### config.mk
export PLATFORM = sky130hd
export DESIGN_NAME = i2c_cond_monitor
export DESIGN_NICKNAME = d
export VERILOG_FILES = /design/src/rtl/i2c_cond_pkg.sv /design/src/rtl/i2c_line_sync.sv /design/src/rtl/i2c_cond_detect.sv /design/src/rtl/i2c_cond_status.sv /design/src/rtl/i2c_cond_monitor.sv
export SDC_FILE = /design/constraint.sdc
export NUM_CORES = 1
export LEC_CHECK = 0
export ABC_AREA = 1
export BUFFER_PORTS_ARGS = -buffer_cell sky130_fd_sc_hd__buf_2
export CAP_MARGIN = 5
export CORE_AREA = 2 2 39 41
export CTS_CLUSTER_DIAMETER = 40
export DETAILED_ROUTE_END_ITERATION = 12
export DIE_AREA = 0 0 41 43
export PLACE_DENSITY = 0.69
export SLEW_MARGIN = 20
export SYNTH_ARGS = -nofsm -noshare
export SYNTH_HDL_FRONTEND = slang
export SYNTH_HIERARCHICAL = 1
export SYNTH_SLANG_ARGS = --single-unit
### constraint.sdc
create_clock -name clk -period 1.1 [get_ports clk]
set_input_delay 0.11 -clock clk [delete_from_list [all_inputs] [get_ports clk]]
set_output_delay 0.11 -clock clk [all_outputs]
set_load 0.02 [all_outputs]
### src/rtl/i2c_cond_pkg.sv
package i2c_cond_pkg;

    localparam int EVT_W     = 2;
    localparam int EVT_START = 0;
    localparam int EVT_STOP  = 1;

    // Sampled bus lines; packed order scl=bit1, sda=bit0
    typedef struct packed {
        logic scl;
        logic sda;
    } line_t;

    // Condition events; packed order stop=bit1, start=bit0 (matches status bits)
    typedef struct packed {
        logic stop;
        logic start;
    } cond_evt_t;

    localparam line_t LINE_IDLE = '{scl: 1'b1, sda: 1'b1};

    // A condition needs the clock line high on both samples
    function automatic cond_evt_t classify(line_t prev, line_t cur);
        cond_evt_t e;
        logic      clk_hi;
        clk_hi  = prev.scl & cur.scl;
        e.start = clk_hi &  prev.sda & ~cur.sda;
        e.stop  = clk_hi & ~prev.sda &  cur.sda;
        return e;
    endfunction

endpackage

### src/rtl/i2c_line_sync.sv
module i2c_line_sync #(
    parameter int          STAGES    = 2,
    parameter int          W         = 2,
    parameter logic [W-1:0] RESET_VAL = '1
) (
    input  logic         clk,
    input  logic         rst,
    input  logic [W-1:0] async_i,
    output logic [W-1:0] sync_o
);

    logic [W-1:0] chain [STAGES];

    genvar g;
    generate
        for (g = 0; g < STAGES; g++) begin : g_stage
            if (g == 0) begin : g_first
                always_ff @(posedge clk) begin
                    if (rst) chain[g] <= RESET_VAL;
                    else     chain[g] <= async_i;
                end
            end else begin : g_next
                always_ff @(posedge clk) begin
                    if (rst) chain[g] <= RESET_VAL;
                    else     chain[g] <= chain[g-1];
                end
            end
        end
    endgenerate

    assign sync_o = chain[STAGES-1];

endmodule

### src/rtl/i2c_cond_detect.sv
module i2c_cond_detect
    import i2c_cond_pkg::*;
(
    input  logic      clk,
    input  logic      rst,
    input  line_t     line_cur,
    output cond_evt_t evt,
    output logic      busy,
    output logic      rep_start
);

    line_t line_prev;

    always_ff @(posedge clk) begin
        if (rst) line_prev <= LINE_IDLE;
        else     line_prev <= line_cur;
    end

    assign evt = classify(line_prev, line_cur);

    always_ff @(posedge clk) begin
        if (rst) begin
            busy      <= 1'b0;
            rep_start <= 1'b0;
        end else begin
            rep_start <= evt.start & busy;
            if (evt.start)     busy <= 1'b1;
            else if (evt.stop) busy <= 1'b0;
        end
    end

endmodule

### src/rtl/i2c_cond_status.sv
module i2c_cond_status
    import i2c_cond_pkg::*;
(
    input  logic             clk,
    input  logic             rst,
    input  cond_evt_t        evt,
    input  logic             clr_wr,
    input  logic [EVT_W-1:0] clr_bits,
    input  logic             mask_wr,
    input  logic [EVT_W-1:0] mask_bits,
    output logic [EVT_W-1:0] raw_q,
    output logic [EVT_W-1:0] mask_q,
    output logic [EVT_W-1:0] masked,
    output logic             irq
);

    logic [EVT_W-1:0] evt_vec;
    logic [EVT_W-1:0] clr_vec;

    assign evt_vec = evt;
    assign clr_vec = clr_wr ? clr_bits : '0;

    always_ff @(posedge clk) begin
        if (rst) begin
            raw_q  <= '0;
            mask_q <= '0;
        end else begin
            raw_q <= (raw_q & ~clr_vec) | evt_vec;
            if (mask_wr) mask_q <= mask_bits;
        end
    end

    assign masked = raw_q & mask_q;
    assign irq    = |masked;

endmodule

### src/rtl/i2c_cond_monitor.sv
module i2c_cond_monitor
    import i2c_cond_pkg::*;
#(
    parameter int SYNC_STAGES = 2
) (
    input  logic             clk,
    input  logic             rst,
    input  logic             scl_i,
    input  logic             sda_i,
    input  logic             clr_wr,
    input  logic [EVT_W-1:0] clr_bits,
    input  logic             mask_wr,
    input  logic [EVT_W-1:0] mask_bits,
    output logic [EVT_W-1:0] raw_status,
    output logic [EVT_W-1:0] intr_mask,
    output logic [EVT_W-1:0] masked_status,
    output logic             irq,
    output logic             bus_busy,
    output logic             restart
);

    localparam int LINE_W = $bits(line_t);

    line_t     line_sync;
    cond_evt_t evt_w;

    i2c_line_sync #(
        .STAGES    (SYNC_STAGES),
        .W         (LINE_W),
        .RESET_VAL (LINE_IDLE)
    ) u_sync (
        .clk     (clk),
        .rst     (rst),
        .async_i ({scl_i, sda_i}),
        .sync_o  (line_sync)
    );

    i2c_cond_detect u_detect (
        .clk       (clk),
        .rst       (rst),
        .line_cur  (line_sync),
        .evt       (evt_w),
        .busy      (bus_busy),
        .rep_start (restart)
    );

    i2c_cond_status u_status (
        .clk       (clk),
        .rst       (rst),
        .evt       (evt_w),
        .clr_wr    (clr_wr),
        .clr_bits  (clr_bits),
        .mask_wr   (mask_wr),
        .mask_bits (mask_bits),
        .raw_q     (raw_status),
        .mask_q    (intr_mask),
        .masked    (masked_status),
        .irq       (irq)
    );

endmodule

---- After elaboration in Yosys (flattened, before gate mapping) ----
Memory sizes are Yosys's and may differ from the RTL's.
Cells that the tools add are included.
storage, ports and cells
  register bits after elaboration ......... 8
  bits in writable memories ............... 4
  output and inout bits ................... 9
  logic and storage cells ................. 31
  memories ................................ 1
memories
  memory        words  bits a word  rd ports  clocked after memory_dff  write ports  line                 text
  u_sync.chain  2      2            2         0                         2            i2c_line_sync.sv:12  logic [W-1:0] chain [STAGES];
operators by class
  mux-type cells .......................... 8
  bitwise gates (word level) .............. 14
  reductions and logical operators ........ 2
operators with widths
  kind               count
  $and 1x1->1        6
  $mux 2             3
  $mux 1             5
  $and 2x2->2        2
  $not 1->1          2
  $not 2->2          1
  $or 1x1->1         2
  $or 2x2->2         1
  $reduce_bool 2->1  1
  $reduce_or 2->1    1

---- Depth between registers and ports, before layout ----
  depth in word-level cells ............... 5
  gate-level depth with buffers ........... 6
  mapped depth without buffers ............ 6

---- Modules after synthesis ----
Netlist, hierarchy kept.
by module, submodules not included
  module           times used  cells each  area each (um^2)
  i2c_cond_status  1           24          160.2
  i2c_cond_detect  1           18          150.1
  i2c_line_sync    1           13          116.4

---- Worst setup path after synthesis ----
No wires, ideal clock.
  kind .................................... reg-to-output
  start ................................... reg u_status.raw_q[1]
  end ..................................... out irq
  arrival time ............................ 0.706 ns
  path slack .............................. 0.284 ns
  stages on the path, launching flop included .. 3
  path buffers ............................ 0
  cell sequence ........................... dfxtp_1 -> nand2_1 -> nand2_1
on the way
  word-level cells in the longest chain between the ends .. 2
ends and longest elaborated chain
  item                      line                    text
  start: declaration        i2c_cond_status.sv:11   output logic [EVT_W-1:0] raw_q,
  start signal: assignment  i2c_cond_status.sv:28   raw_q <= (raw_q & ~clr_vec) | evt_vec;
  $and 2x2->2               i2c_cond_status.sv:33   assign masked = raw_q & mask_q;
  $reduce_or 2->1           i2c_cond_status.sv:34   assign irq = |masked;
  end: declaration          i2c_cond_monitor.sv:17  output logic irq,
Every way passes these cells.

---- Worst setup path after layout ----
  start ................................... reg u_status.raw_q[0]
  end ..................................... out masked_status[0]
on the way
  word-level cells in the longest chain between the ends .. 1
ends and longest elaborated chain
  item              line                    text
  $and 2x2->2       i2c_cond_status.sv:33
  end: declaration  i2c_cond_monitor.sv:16  output logic [EVT_W-1:0] masked_status,
Every way passes these cells.

==> impl_metrics.env <==
export IMPL_regArea_sq_um=240
export IMPL_fin_nets=88
export IMPL_crit_chain="nand2_1, inv_1, buf_2"
export IMPL_final_cell_mix="buf_2, nand2_1, dfxtp_1, inv_1, a21oi_1"
export IMPL_syn_inst=55
export IMPL_layout_setup_ws_ps=107
export IMPL_rsz0062_at_grt="no"
export IMPL_cts_tree="built"
export IMPL_ff2ff_path_depth=6
export IMPL_cts_sinks=12
export IMPL_maxCapViolations=0
export IMPL_worstHoldPathCells=3
export IMPL_critPathCapture="masked_status[0]"
export IMPL_cpMaxStageDelayCell="dfxtp_1"
export IMPL_drt_total_wl_um=660
export IMPL_nFillCells=149
export IMPL_r2r_start="u_sync/chain[1][1]"
export IMPL_htree_levels=1
export IMPL_drive_above_1_share=0.403
export IMPL_ios=19
export IMPL_gp_congestion=0.667
export IMPL_max_stage_delay_ps=350
export IMPL_clk_pin_slew_ps=70
export IMPL_hold_class="in -> reg"
export IMPL_crit_arrival_ps=880
export IMPL_syn_nets=65
export IMPL_grt_pass1_vias=313
export IMPL_wl_per_cell_um=7.10
export IMPL_die_w_um=41
export IMPL_reg2reg_setup_slack_ps=300
export IMPL_setup_tns_ps=0
export IMPL_portBuffers=18
export IMPL_crit_path_max_fanout=3
export IMPL_drv_slew=0
export IMPL_critical_path_buf_inv_count=2
export IMPL_vias=376
export IMPL_cts_setup_buffers=0
export IMPL_r2r_end="u_status/raw_q[0]"
export IMPL_diodes=0
export IMPL_grt_total_usage=0.101
export IMPL_drtIter0Drc=1
export IMPL_cp_top_family="flip-flops"
export IMPL_slew_headroom=0.886
export IMPL_routed_via_density=4.04
export IMPL_setup_viol=0
export IMPL_worst_slew_pin_slew_ps=171
export IMPL_worst_setup_path_end_kind="primary output"
export IMPL_insertion_delay_ps=270
export IMPL_drc=0
export IMPL_antenna_left=0
export IMPL_path_class="reg -> out"
export IMPL_fmax_ghz=1.01
export IMPL_ys_types=11
export IMPL_final_hold_viol_count=0
export IMPL_p_leak_nw=0.339
export IMPL_cts_root_buf="clkbuf_4"
export IMPL_critical_path_depth=3
export IMPL_dpl_worst_slack_ps=316
export IMPL_critPathRequiredTime_ps=990
export IMPL_synth_seq_cells=12
export IMPL_multi_input_area_sq_um=134
export IMPL_die_h_um=43
export IMPL_ctsHoldBuffers=0
export IMPL_pwr_density_cell_mw_per_mm2=1520
export IMPL_rows=14
export IMPL_dpl_hpwl_um=523
export IMPL_crit_start="u_status/raw_q[0]"
export IMPL_startpoint_type="flop"
export IMPL_grt_pass1_wl_mm=1.08
export IMPL_first_pass_iters=2
export IMPL_core_sq_mm=0.00138
export IMPL_seq_area_frac_synth=0.563
export IMPL_yosysWarnings=6
export IMPL_overflow=0
export IMPL_vdd_drop_max_mv=0.572
export IMPL_area_growth_pct=34.9
export IMPL_finalCriticalPeriod_ps=993
export IMPL_status="finished, final reports clean"
export IMPL_antenna_found_initial=0
export IMPL_dieArea_sq_mm=0.00176
export IMPL_synth_area_sq_um=427
export IMPL_initial_core_util=0.308
export IMPL_cts_buffers=3
export IMPL_post_synth_cell_area_avg_sq_um=7.76
export IMPL_clockBufferDepth=2
export IMPL_finClkSkew_ps=2.68
export IMPL_finalCritPeriodShare=0.902
export IMPL_grt_start_max_net_pins=10
[registers in the layout, summed over array words and instances (netlist names)]
signal / cells
u_detect/rep_start: 1
u_status/raw_q: 2
u_sync/chain: 4
u_detect/busy: 1
u_detect/line_prev: 2
u_status/mask_q: 2
[area by class of cell]
| type | count | share of cell area |
|---|---|---|
| flip-flops and latches | 12 | 0.417 |
| multi-input cells | 29 | 0.233 |
| repair buffers | 18 | 0.161 |
| inverters | 14 | 0.0913 |
| clock buffers | 4 | 0.0630 |
| well taps | 16 | 0.0348 |
[cell families after synthesis]
| family | Yosys count | share of synthesized area |
|---|---|---|
| simple gates | 24 | 0.255 |
| buf+inv | 14 | 0.123 |
| compound gates | 5 | 0.0586 |
| flops | 12 | 0.563 |
[worst reg2reg max path: cells and delay by family (launching register included)]
| kind | cells | cell delay (ps) |
|---|---|---|
| buf+inv | 3 | 160 |
| flops | 1 | 330 |
| compound gates | 1 | 120 |
| simple gates | 2 | 130 |
[stage by stage]
stage / instances / utilization / power, mW / hold WS, ps / area, sq um
finish: 93 / 0.416 / 0.876 / 17.5 / 576
global route: 93 / 0.416 / 0.929 / 21.6 / 576
CTS: 93 / 0.414 / 0.892 / 7.94 / 573
detailed placement: 89 / 0.388 / 0.546 / 293 / 537
global placement: 89 / 0.388 / 0.545 / 288 / 537
floorplan: 55 / - / 0.511 / 176 / 427
[timing repair]
item                       4_1_cts  5_1_grt
setup endpoints to repair        0        1
hold endpoints to repair         0        0
resized for setup                0        1
[layer usage]
metal | routed length [um] | part of all wire | track usage | vias to the layer above
li1 | - | - | - | 203
met1 | 275 | 0.42 | 0.0891 | 156
met2 | 301 | 0.46 | 0.144 | 15
met3 | 74 | 0.11 | 0.0471 | 2
met4 | 9 | 0.014 | 0.120 | 0
met5 | 0 | 0 | 0 | -
[synthesized netlist by cell type]
master	number	area share
a21oi_1	5	0.059
dfxtp_1	12	0.56
inv_1	10	0.088
inv_2	4	0.035
nand2_1	17	0.15
nand2_2	2	0.029
nand3_2	1	0.023
nor2_1	1	0.0088
nor2_2	1	0.015
or2_1	1	0.015
or2_2	1	0.015
[worst min path at each step]
stage | start | end
final | sda_i | u_sync/chain[0][0]
after floorplan | rst | u_detect/rep_start
after CTS | sda_i | u_sync/chain[0][0]
after detailed placement | sda_i | u_sync/chain[0][0]
after global placement | sda_i | u_sync/chain[0][0]
after global routing | sda_i | u_sync/chain[0][0]
[report_power, final]
part	switching [mW]	internal [mW]	total [mW]	leakage (nW)
combinational	0.0433	0.0314	0.0747	0.220
sequential	0.00896	0.452	0.461	0.0985
clock	0.140	0.201	0.340	0.0210
total	0.192	0.684	0.876	0.339
No activity file was read; power rests on OpenSTA's default activity.
